## config.mk

```make
export PLATFORM = sky130hd
export DESIGN_NAME = cache_portion_governor
export DESIGN_NICKNAME = d
export VERILOG_FILES = /design/src/rtl/gov_pkg.sv /design/src/rtl/gov_event_counter.sv /design/src/rtl/gov_window_timer.sv /design/src/rtl/gov_limit_unit.sv /design/src/rtl/cache_portion_governor.sv
export SDC_FILE = /design/constraint.sdc
export NUM_CORES = 2
export LEC_CHECK = 0
export ABC_AREA = 1
export BUFFER_PORTS_ARGS = -buffer_cell sky130_fd_sc_hd__buf_2
export CORE_ASPECT_RATIO = 0.6
export CORE_UTILIZATION = 55
export CTS_BUF_LIST = sky130_fd_sc_hd__clkbuf_8
export DETAILED_ROUTE_END_ITERATION = 8
export MAX_ROUTING_LAYER = met4
export PLACE_DENSITY = 0.72
export SYNTH_ARGS = -nofsm -noshare
export SYNTH_HDL_FRONTEND = slang
export SYNTH_HIERARCHICAL = 1
export SYNTH_SLANG_ARGS = --single-unit
```

## constraint.sdc

```tcl
create_clock -name clk -period 8.17 [get_ports clk]
set_clock_uncertainty 0.1 [all_clocks]
set_input_delay 0 -clock clk [delete_from_list [all_inputs] [get_ports clk]]
set_output_delay 0 -clock clk [all_outputs]
set_load 0.02 [all_outputs]
```

## src/rtl/gov_pkg.sv

```systemverilog
package gov_pkg;

    // Window sequencing states
    typedef enum logic [0:0] {
        ST_PREP  = 1'b0,   // first cycle of a window: limits are registered
        ST_ACCUM = 1'b1    // events accumulate until the window's last cycle
    } gov_state_e;

    // Configuration field selects
    localparam logic [1:0] SEL_WINDOW = 2'd0;
    localparam logic [1:0] SEL_COST   = 2'd1;
    localparam logic [1:0] SEL_UP     = 2'd2;
    localparam logic [1:0] SEL_DOWN   = 2'd3;

endpackage

```

## src/rtl/gov_event_counter.sv

```systemverilog
module gov_event_counter #(
    parameter int W = 16
) (
    input  logic         clk,
    input  logic         rst,
    input  logic         evt,
    input  logic         clear,
    output logic [W-1:0] count
);
    localparam logic [W-1:0] ALL_ONES = {W{1'b1}};

    logic [W-1:0] count_q;

    always_ff @(posedge clk) begin
        if (rst) begin
            count_q <= '0;
        end else if (clear) begin
            // the event of the boundary cycle opens the next window
            count_q <= {{(W-1){1'b0}}, evt};
        end else if (evt && (count_q != ALL_ONES)) begin
            count_q <= count_q + W'(1);
        end
    end

    assign count = count_q;
endmodule

```

## src/rtl/gov_window_timer.sv

```systemverilog
module gov_window_timer #(
    parameter int W = 24
) (
    input  logic         clk,
    input  logic         rst,
    input  logic [W-1:0] len,
    output logic         at_end
);
    logic [W-1:0] count_q;

    assign at_end = (count_q >= (len - W'(1)));

    always_ff @(posedge clk) begin
        if (rst) begin
            count_q <= '0;
        end else if (at_end) begin
            count_q <= '0;
        end else begin
            count_q <= count_q + W'(1);
        end
    end
endmodule

```

## src/rtl/gov_limit_unit.sv

```systemverilog
module gov_limit_unit #(
    parameter int CNT_W = 16,
    parameter int PW    = 4,
    parameter int FRAC  = 8,
    localparam int THR_W = FRAC + 1,
    localparam int SPAN_W = PW + FRAC + 1,
    localparam int LIM_W = CNT_W + PW + FRAC + 1
) (
    input  logic             clk,
    input  logic             rst,
    input  logic             load,
    input  logic [CNT_W-1:0] cost,
    input  logic [THR_W-1:0] up_thr,
    input  logic [THR_W-1:0] dn_thr,
    input  logic [PW-1:0]    portions,
    output logic [LIM_W-1:0] up_lim,
    output logic [LIM_W-1:0] dn_lim
);
    localparam logic [THR_W-1:0] THR_ONE = {1'b1, {FRAC{1'b0}}};

    logic [THR_W-1:0]  up_span;
    logic [SPAN_W-1:0] dn_span;
    logic [LIM_W-1:0]  up_calc;
    logic [LIM_W-1:0]  dn_calc;

    always_comb begin
        up_span = THR_ONE - up_thr;
        dn_span = SPAN_W'({portions, {FRAC{1'b0}}}) - SPAN_W'(dn_thr);
        up_calc = LIM_W'(up_span) * LIM_W'(cost);
        dn_calc = LIM_W'(dn_span) * LIM_W'(cost);
    end

    always_ff @(posedge clk) begin
        if (rst) begin
            up_lim <= '0;
            dn_lim <= '0;
        end else if (load) begin
            up_lim <= up_calc;
            dn_lim <= dn_calc;
        end
    end
endmodule

```

## src/rtl/cache_portion_governor.sv

```systemverilog
module cache_portion_governor
    import gov_pkg::*;
#(
    parameter int MAX_PORTIONS = 8,
    parameter int CNT_W        = 20,
    parameter int WIN_W        = 24,
    parameter int FRAC         = 8,
    parameter int WIN_DEFAULT  = 500000,
    parameter int COST_DEFAULT = 1000,
    parameter int UP_DEFAULT   = 128,
    parameter int DN_DEFAULT   = 128,
    localparam int PW          = $clog2(MAX_PORTIONS + 1)
) (
    input  logic          clk,
    input  logic          rst,
    input  logic          hit_evt,
    input  logic          miss_evt,
    input  logic          cfg_we,
    input  logic [1:0]    cfg_sel,
    input  logic [31:0]   cfg_wdata,
    output logic [PW-1:0] target_portions,
    output logic          eval_pulse
);
    localparam int THR_W = FRAC + 1;
    localparam int LIM_W = CNT_W + PW + FRAC + 1;
    localparam logic [THR_W-1:0] THR_ONE = {1'b1, {FRAC{1'b0}}};
    localparam logic [PW-1:0]    P_MAX   = PW'(MAX_PORTIONS);
    localparam logic [PW-1:0]    P_MIN   = PW'(1);

    // ------------------------------------------------------------------
    // Write-value clamping
    // ------------------------------------------------------------------
    function automatic logic [THR_W-1:0] clamp_thr(input logic [31:0] v);
        return (v > 32'(THR_ONE)) ? THR_ONE : v[THR_W-1:0];
    endfunction

    function automatic logic [WIN_W-1:0] clamp_win(input logic [31:0] v);
        if (v > 32'({WIN_W{1'b1}}))
            return {WIN_W{1'b1}};
        else if (v < 32'd2)
            return WIN_W'(2);
        else
            return v[WIN_W-1:0];
    endfunction

    function automatic logic [CNT_W-1:0] clamp_cost(input logic [31:0] v);
        if (v > 32'({CNT_W{1'b1}}))
            return {CNT_W{1'b1}};
        else
            return v[CNT_W-1:0];
    endfunction

    // ------------------------------------------------------------------
    // Shadow (written) and active (in use) configuration
    // ------------------------------------------------------------------
    logic [WIN_W-1:0] win_sh,  win_act;
    logic [CNT_W-1:0] cost_sh, cost_act;
    logic [THR_W-1:0] up_sh,   up_act;
    logic [THR_W-1:0] dn_sh,   dn_act;

    always_ff @(posedge clk) begin
        if (rst) begin
            win_sh  <= clamp_win(32'(WIN_DEFAULT));
            cost_sh <= clamp_cost(32'(COST_DEFAULT));
            up_sh   <= clamp_thr(32'(UP_DEFAULT));
            dn_sh   <= clamp_thr(32'(DN_DEFAULT));
        end else if (cfg_we) begin
            unique case (cfg_sel)
                SEL_WINDOW: win_sh  <= clamp_win(cfg_wdata);
                SEL_COST:   cost_sh <= clamp_cost(cfg_wdata);
                SEL_UP:     up_sh   <= clamp_thr(cfg_wdata);
                SEL_DOWN:   dn_sh   <= clamp_thr(cfg_wdata);
                default:    ;
            endcase
        end
    end

    // ------------------------------------------------------------------
    // Window timer, event counters, limit precompute
    // ------------------------------------------------------------------
    gov_state_e state_q, state_d;
    logic       win_end;
    logic       boundary;
    logic [CNT_W-1:0] hit_cnt, miss_cnt;
    logic [LIM_W-1:0] up_lim, dn_lim;

    assign boundary = (state_q == ST_ACCUM) && win_end;

    gov_window_timer #(.W(WIN_W)) u_timer (
        .clk    (clk),
        .rst    (rst),
        .len    (win_act),
        .at_end (win_end)
    );

    gov_event_counter #(.W(CNT_W)) u_hit_cnt (
        .clk   (clk),
        .rst   (rst),
        .evt   (hit_evt),
        .clear (boundary),
        .count (hit_cnt)
    );

    gov_event_counter #(.W(CNT_W)) u_miss_cnt (
        .clk   (clk),
        .rst   (rst),
        .evt   (miss_evt),
        .clear (boundary),
        .count (miss_cnt)
    );

    gov_limit_unit #(.CNT_W(CNT_W), .PW(PW), .FRAC(FRAC)) u_limits (
        .clk      (clk),
        .rst      (rst),
        .load     (state_q == ST_PREP),
        .cost     (cost_act),
        .up_thr   (up_act),
        .dn_thr   (dn_act),
        .portions (target_portions),
        .up_lim   (up_lim),
        .dn_lim   (dn_lim)
    );

    // ------------------------------------------------------------------
    // Decision
    // ------------------------------------------------------------------
    logic          grow_cond, shrink_cond;
    logic [PW-1:0] target_d;

    always_comb begin
        grow_cond   = ((LIM_W'(miss_cnt) << FRAC) > up_lim);
        shrink_cond = ((LIM_W'(hit_cnt)  << FRAC) < dn_lim);
        target_d    = target_portions;
        if (grow_cond) begin
            if (target_portions < P_MAX)
                target_d = target_portions + PW'(1);
        end else if (shrink_cond && (target_portions > P_MIN)) begin
            target_d = target_portions - PW'(1);
        end
    end

    // ------------------------------------------------------------------
    // State machine: state register and next state
    // ------------------------------------------------------------------
    always_ff @(posedge clk) begin
        if (rst)
            state_q <= ST_PREP;
        else
            state_q <= state_d;
    end

    always_comb begin
        state_d = state_q;
        unique case (state_q)
            ST_PREP:  state_d = ST_ACCUM;
            ST_ACCUM: state_d = win_end ? ST_PREP : ST_ACCUM;
            default:  state_d = ST_PREP;
        endcase
    end

    // ------------------------------------------------------------------
    // Outputs and boundary-time updates
    // ------------------------------------------------------------------
    always_ff @(posedge clk) begin
        if (rst) begin
            target_portions <= P_MAX;
            eval_pulse      <= 1'b0;
            win_act         <= clamp_win(32'(WIN_DEFAULT));
            cost_act        <= clamp_cost(32'(COST_DEFAULT));
            up_act          <= clamp_thr(32'(UP_DEFAULT));
            dn_act          <= clamp_thr(32'(DN_DEFAULT));
        end else begin
            eval_pulse <= boundary;
            if (boundary) begin
                target_portions <= target_d;
                win_act         <= win_sh;
                cost_act        <= cost_sh;
                up_act          <= up_sh;
                dn_act          <= dn_sh;
            end
        end
    end
endmodule

```

==> implementation parameters <==
Parameter                              Value

Run status
  Status ... finished clean

Critical path
  Worst reg2reg path endpoint ... u_limits/dn_lim[14]
  WP depth ... 28
  Slowest cell on crit path ... sky130_fd_sc_hd__fa_1
  Type of element launching the critical path ... flip-flop
  Critical setup path kind ... flip-flop to flip-flop
  Worst path max stage delay ... about 600 ps
  Crit path buffers/inverters ... 6
  Critical path data required time ... 8640 ps
  Launch instance of the worst register-to-register path ... dn_act[1]
  Worst Setup SP ... dn_act[1]
  Worst setup path end ... u_limits/dn_lim[14]
  Endpoint kind of the worst setup timing path ... flip-flop
  Register-to-Register Setup Slack ... between 1000 and 1500 ps
  CP delay by family, top ... adder cells
  Worst endpoint data arrival time ... 7330 ps
  Depth of the most critical reg-to-reg path ... 28
  Critical Path Fanout Max ... 15

STA
  Final setup violation count ... 0
  Clock period minus worst slack ... slightly below 7000 ps
  Unrepaired setup endpoints after global routing ... false
  Count of final hold-check violations ... 0
  Transition time at the pin with the least slew margin ... 1240 ps
  Number of slew-limit violations in the final report ... 0
  Final-layout setup total negative slack ... 0 ps
  F_max ... 146 MHz
  Worst Slack Setup Final ... 1310 ps
  Fraction of the cycle the final worst path needs ... a little over four fifths
  Slew Limit Headroom ... between 10% and 20%

Synth
  Yosys top cell area share ... 23.2%
  Mean instance size in the synthesized netlist ... 7.15 µm²
  Count of flip-flops with a built-in enable after synthesis ... 0
  Share of flip-flops with an asynchronous set or reset ... 0%
  Portion of netlist area occupied by mux cells ... 0%
  Largest family of logic cells by synthesized area ... adder cells
  Mapped Cells ... between 3000 and 4000
  Post-Synth Simple-Gate Area ... 26.0%
  Biggest area consumer among synthesized cells ... sky130_fd_sc_hd__fa_1
  Synthesized-area fraction occupied by xor and xnor cells ... 2.72%
  Seq cells post-synth ... 256
  Distinct cell type count after synthesis ... 59
  Adder-Cell Fraction of Synth Area ... 32.2%
  Combined area of all synthesized cells ... between 20000 and 30000 µm²
  Seq/Total Area, Yosys ... 18.3%
  Count of synthesis-stage warnings from yosys ... 6
  Post-synthesis compound-gate area fraction ... 7.41%
  Most used DFF post-synth ... sky130_fd_sc_hd__dfxtp_1
  Top area cells in the synthesized netlist ... sky130_fd_sc_hd__fa_1 (23%), sky130_fd_sc_hd__dfxtp_1 (18%), sky130_fd_sc_hd__nand2_1 (14%), sky130_fd_sc_hd__inv_1 (11%), sky130_fd_sc_hd__ha_1 (9.0%)

Global route
  Via count of the first global-routing pass ... 23753
  Wire length of the first global-routing pass ... ~130000 µm
  Total grt overflow ... 0
  GRT Overall Usage ... 32.8%
  Pin count of the biggest net entering global routing ... 69
  Antenna violations before repair ... 1

Placement
  Detailed placement HPWL ... 62200 µm
  Post-placement setup slack ... 1540 ps
  Routability Congestion ... 1.06
  Number of input and output port buffers inserted ... 43

Routing
  Number of antenna-violating nets in the routed design ... 0
  Average wire per standard cell ... 17.0 µm
  Post-Route WL ... slightly below 80000 µm
  Number of violations reported at the end of detailed-routing iteration 0 ... 2247
  Initial DRT Pass Iterations ... 6
  Vias per std cell ... 5.25
  Via count ... 24564
  DRC violations left ... 0

Clocking
  Post-CTS Hold Fix Bufs ... 47
  Buffer cell driving the clock tree root ... sky130_fd_sc_hd__clkbuf_8
  Clock latency on the worst-skew pair ... slightly above 600 ps
  Maximum count of clock buffers along a single path ... 3
  Post-cts resize count ... 0
  Total clock sinks ... approximately 260
  Clock-pin slew reported for the worst setup and hold paths after clock tree synthesis ... 70 ps
  CTS HTree Levels ... 2
  Total clock buffers created by CTS ... 42
  TritonCTS clock tree ... done
  Count of buffers added by post-CTS timing repair for setup ... 0

Die
  Die outline height ... ~180 µm
  Die width ... ~290 µm
  Standard-cell rows ... 63
  Die area ... 51900 µm²
  IO Count ... 44
  Placeable core region ... 49900 µm²
  Starting density of the core ... a little under three fifths

Final layout
  Growth of design area from synthesis to finish ... 7.48%
  Layout cells sized above 1 ... 5.68%
  Total number of nets in the final design ... 4532
  Antenna Cells ... 0
  Number of fill cells ... ~4700

Run
  Max-Cap Viols ... 0

Pwr
  Power density over cell area ... 89.7 nW/µm²
  Final total power ... ~2.7 mW
  Pleak ... 16.0 nW
  IR Drop Worst-Case VDD ... 0.121 mV

Min path
  Worst min-delay path category ... input pin to flip-flop
==> cell families (layout without fill, tap and decap cells) <==
kind of cell / after synthesis / in the layout
AND/OR/NAND/NOR: 1759 / 1759
buffers and inverters: 979 / 1047
adder cells (fa/ha/maj): 526 / 526
AO/OA/AOI/OAI: 317 / 317
flip-flops: 256 / 256
XOR/XNOR: 87 / 87
other: 1 / 4
==> metrics by stage <==
stage,util [%],area [µm²],hold slack [ps],instances
finish,60.4,30200,84.8,4678
global route,60.4,30200,86.5,4678
CTS,60.4,30200,27.1,4678
detailed placement,57.7,28800,162,4558
global placement,57.7,28800,166,4558
floorplan,-,28100,19.7,3928
==> where the power goes <==
group	internal, mW	total (mW)	switching [mW]
clock network	0.631	1.23	0.595
logic	0.0670	0.180	0.113
registers	1.28	1.30	0.0200
total	1.98	2.70	0.728
==> worst min-delay path by stage <==
stage / from / to / slack (ps) / cells after the start
after floorplan: cfg_wdata[10] / cost_sh[10] / 20 / 2
after global placement: cfg_wdata[17] / cost_sh[17] / 170 / 3
after detailed placement: cfg_wdata[17] / cost_sh[17] / 160 / 3
after CTS: cfg_wdata[27] / dn_sh[7] / 30 / 8
after global routing: cfg_wdata[27] / dn_sh[7] / 90 / 8
final: cfg_wdata[27] / dn_sh[7] / 80 / 8
==> flip-flops by register name, indices dropped and copies added (netlist names) <==
name,flops
u_limits/dn_lim,33
u_limits/up_lim,29
u_timer/count_q,24
win_act,24
win_sh,24
cost_act,20
cost_sh,20
u_hit_cnt/count,20
u_miss_cnt/count,20
dn_act,9
dn_sh,9
up_act,9
up_sh,9
target_portions,4
eval_pulse,1
state_q,1
==> per-layer routing <==
metal	part of all wire [%]	up-vias	global-route usage, %	wire, µm
li1	-	11877	-	-
met1	47	11491	48.9	37700
met2	37	1094	42.7	29600
met3	14	102	11.0	11100
met4	1.4	0	5.25	1150
met5	0	-	-	0
==> cell type report <==
class / count / area, µm² / area share [%]
flip-flops and latches: 256 / 5120 / 17.0
inverters: 855 / 3210 / 10.7
clock inverters: 23 / 193 / 0.639
well taps: 682 / 853 / 2.83
repair buffers: 119 / 906 / 3.00
multi-input cells: 2693 / 19200 / 63.6
clock buffers: 50 / 688 / 2.28
==> Yosys cell counts (5+ instances only) <==
cell / count
sky130_fd_sc_hd__nor2_1: 478
sky130_fd_sc_hd__nand2_1: 1017
sky130_fd_sc_hd__clkinv_1: 8
sky130_fd_sc_hd__a21o_1: 5
sky130_fd_sc_hd__o21bai_1: 10
sky130_fd_sc_hd__nand3b_1: 11
sky130_fd_sc_hd__nor2_4: 10
sky130_fd_sc_hd__a21oi_2: 20
sky130_fd_sc_hd__buf_4: 6
sky130_fd_sc_hd__o221ai_1: 20
sky130_fd_sc_hd__nand3_2: 5
sky130_fd_sc_hd__nor2_2: 7
sky130_fd_sc_hd__buf_1: 5
sky130_fd_sc_hd__a22o_1: 36
sky130_fd_sc_hd__inv_2: 8
sky130_fd_sc_hd__a21oi_1: 99
sky130_fd_sc_hd__nor3_1: 25
sky130_fd_sc_hd__xnor2_1: 28
sky130_fd_sc_hd__dfxtp_1: 256
sky130_fd_sc_hd__o22ai_1: 13
sky130_fd_sc_hd__nand2_4: 10
sky130_fd_sc_hd__nand4_1: 29
sky130_fd_sc_hd__nor3_2: 7
sky130_fd_sc_hd__o22a_1: 13
sky130_fd_sc_hd__ha_1: 201
sky130_fd_sc_hd__o31ai_1: 9
sky130_fd_sc_hd__o21ai_0: 74
sky130_fd_sc_hd__nand3_1: 132
sky130_fd_sc_hd__nand2_2: 8
sky130_fd_sc_hd__fa_1: 325
sky130_fd_sc_hd__clkbuf_1: 89
sky130_fd_sc_hd__inv_1: 838
sky130_fd_sc_hd__buf_2: 18
sky130_fd_sc_hd__xor2_1: 59
==> cell usage in the layout (no fill, tap or decap), types with 20 or more instances in the layout <==
cell and instances:
sky130_fd_sc_hd__a22o_1 36, sky130_fd_sc_hd__nor3_1 25, sky130_fd_sc_hd__dfxtp_1 256, sky130_fd_sc_hd__nand4_1 29
sky130_fd_sc_hd__buf_2 42, sky130_fd_sc_hd__o21ai_0 74, sky130_fd_sc_hd__o221ai_1 20, sky130_fd_sc_hd__a21oi_2 20
sky130_fd_sc_hd__inv_1 850, sky130_fd_sc_hd__xnor2_1 28, sky130_fd_sc_hd__dlygate4sd3_1 47, sky130_fd_sc_hd__nand2_1 1017
sky130_fd_sc_hd__fa_1 325, sky130_fd_sc_hd__a21oi_1 99, sky130_fd_sc_hd__nand3_1 132, sky130_fd_sc_hd__ha_1 201
sky130_fd_sc_hd__nor2_1 476, sky130_fd_sc_hd__buf_4 30, sky130_fd_sc_hd__clkbuf_8 50, sky130_fd_sc_hd__xor2_1 59
==> worst min-delay path, cell delays in order <==
cell                       delay, ps
sky130_fd_sc_hd__buf_2            70
sky130_fd_sc_hd__nor2_1           30
sky130_fd_sc_hd__nand2_1         120
sky130_fd_sc_hd__nor2_4           60
sky130_fd_sc_hd__nand2_4         150
sky130_fd_sc_hd__o31ai_4         150
sky130_fd_sc_hd__nand3_1          80
sky130_fd_sc_hd__o211ai_1         70
(Power assumes the default switching activity.)
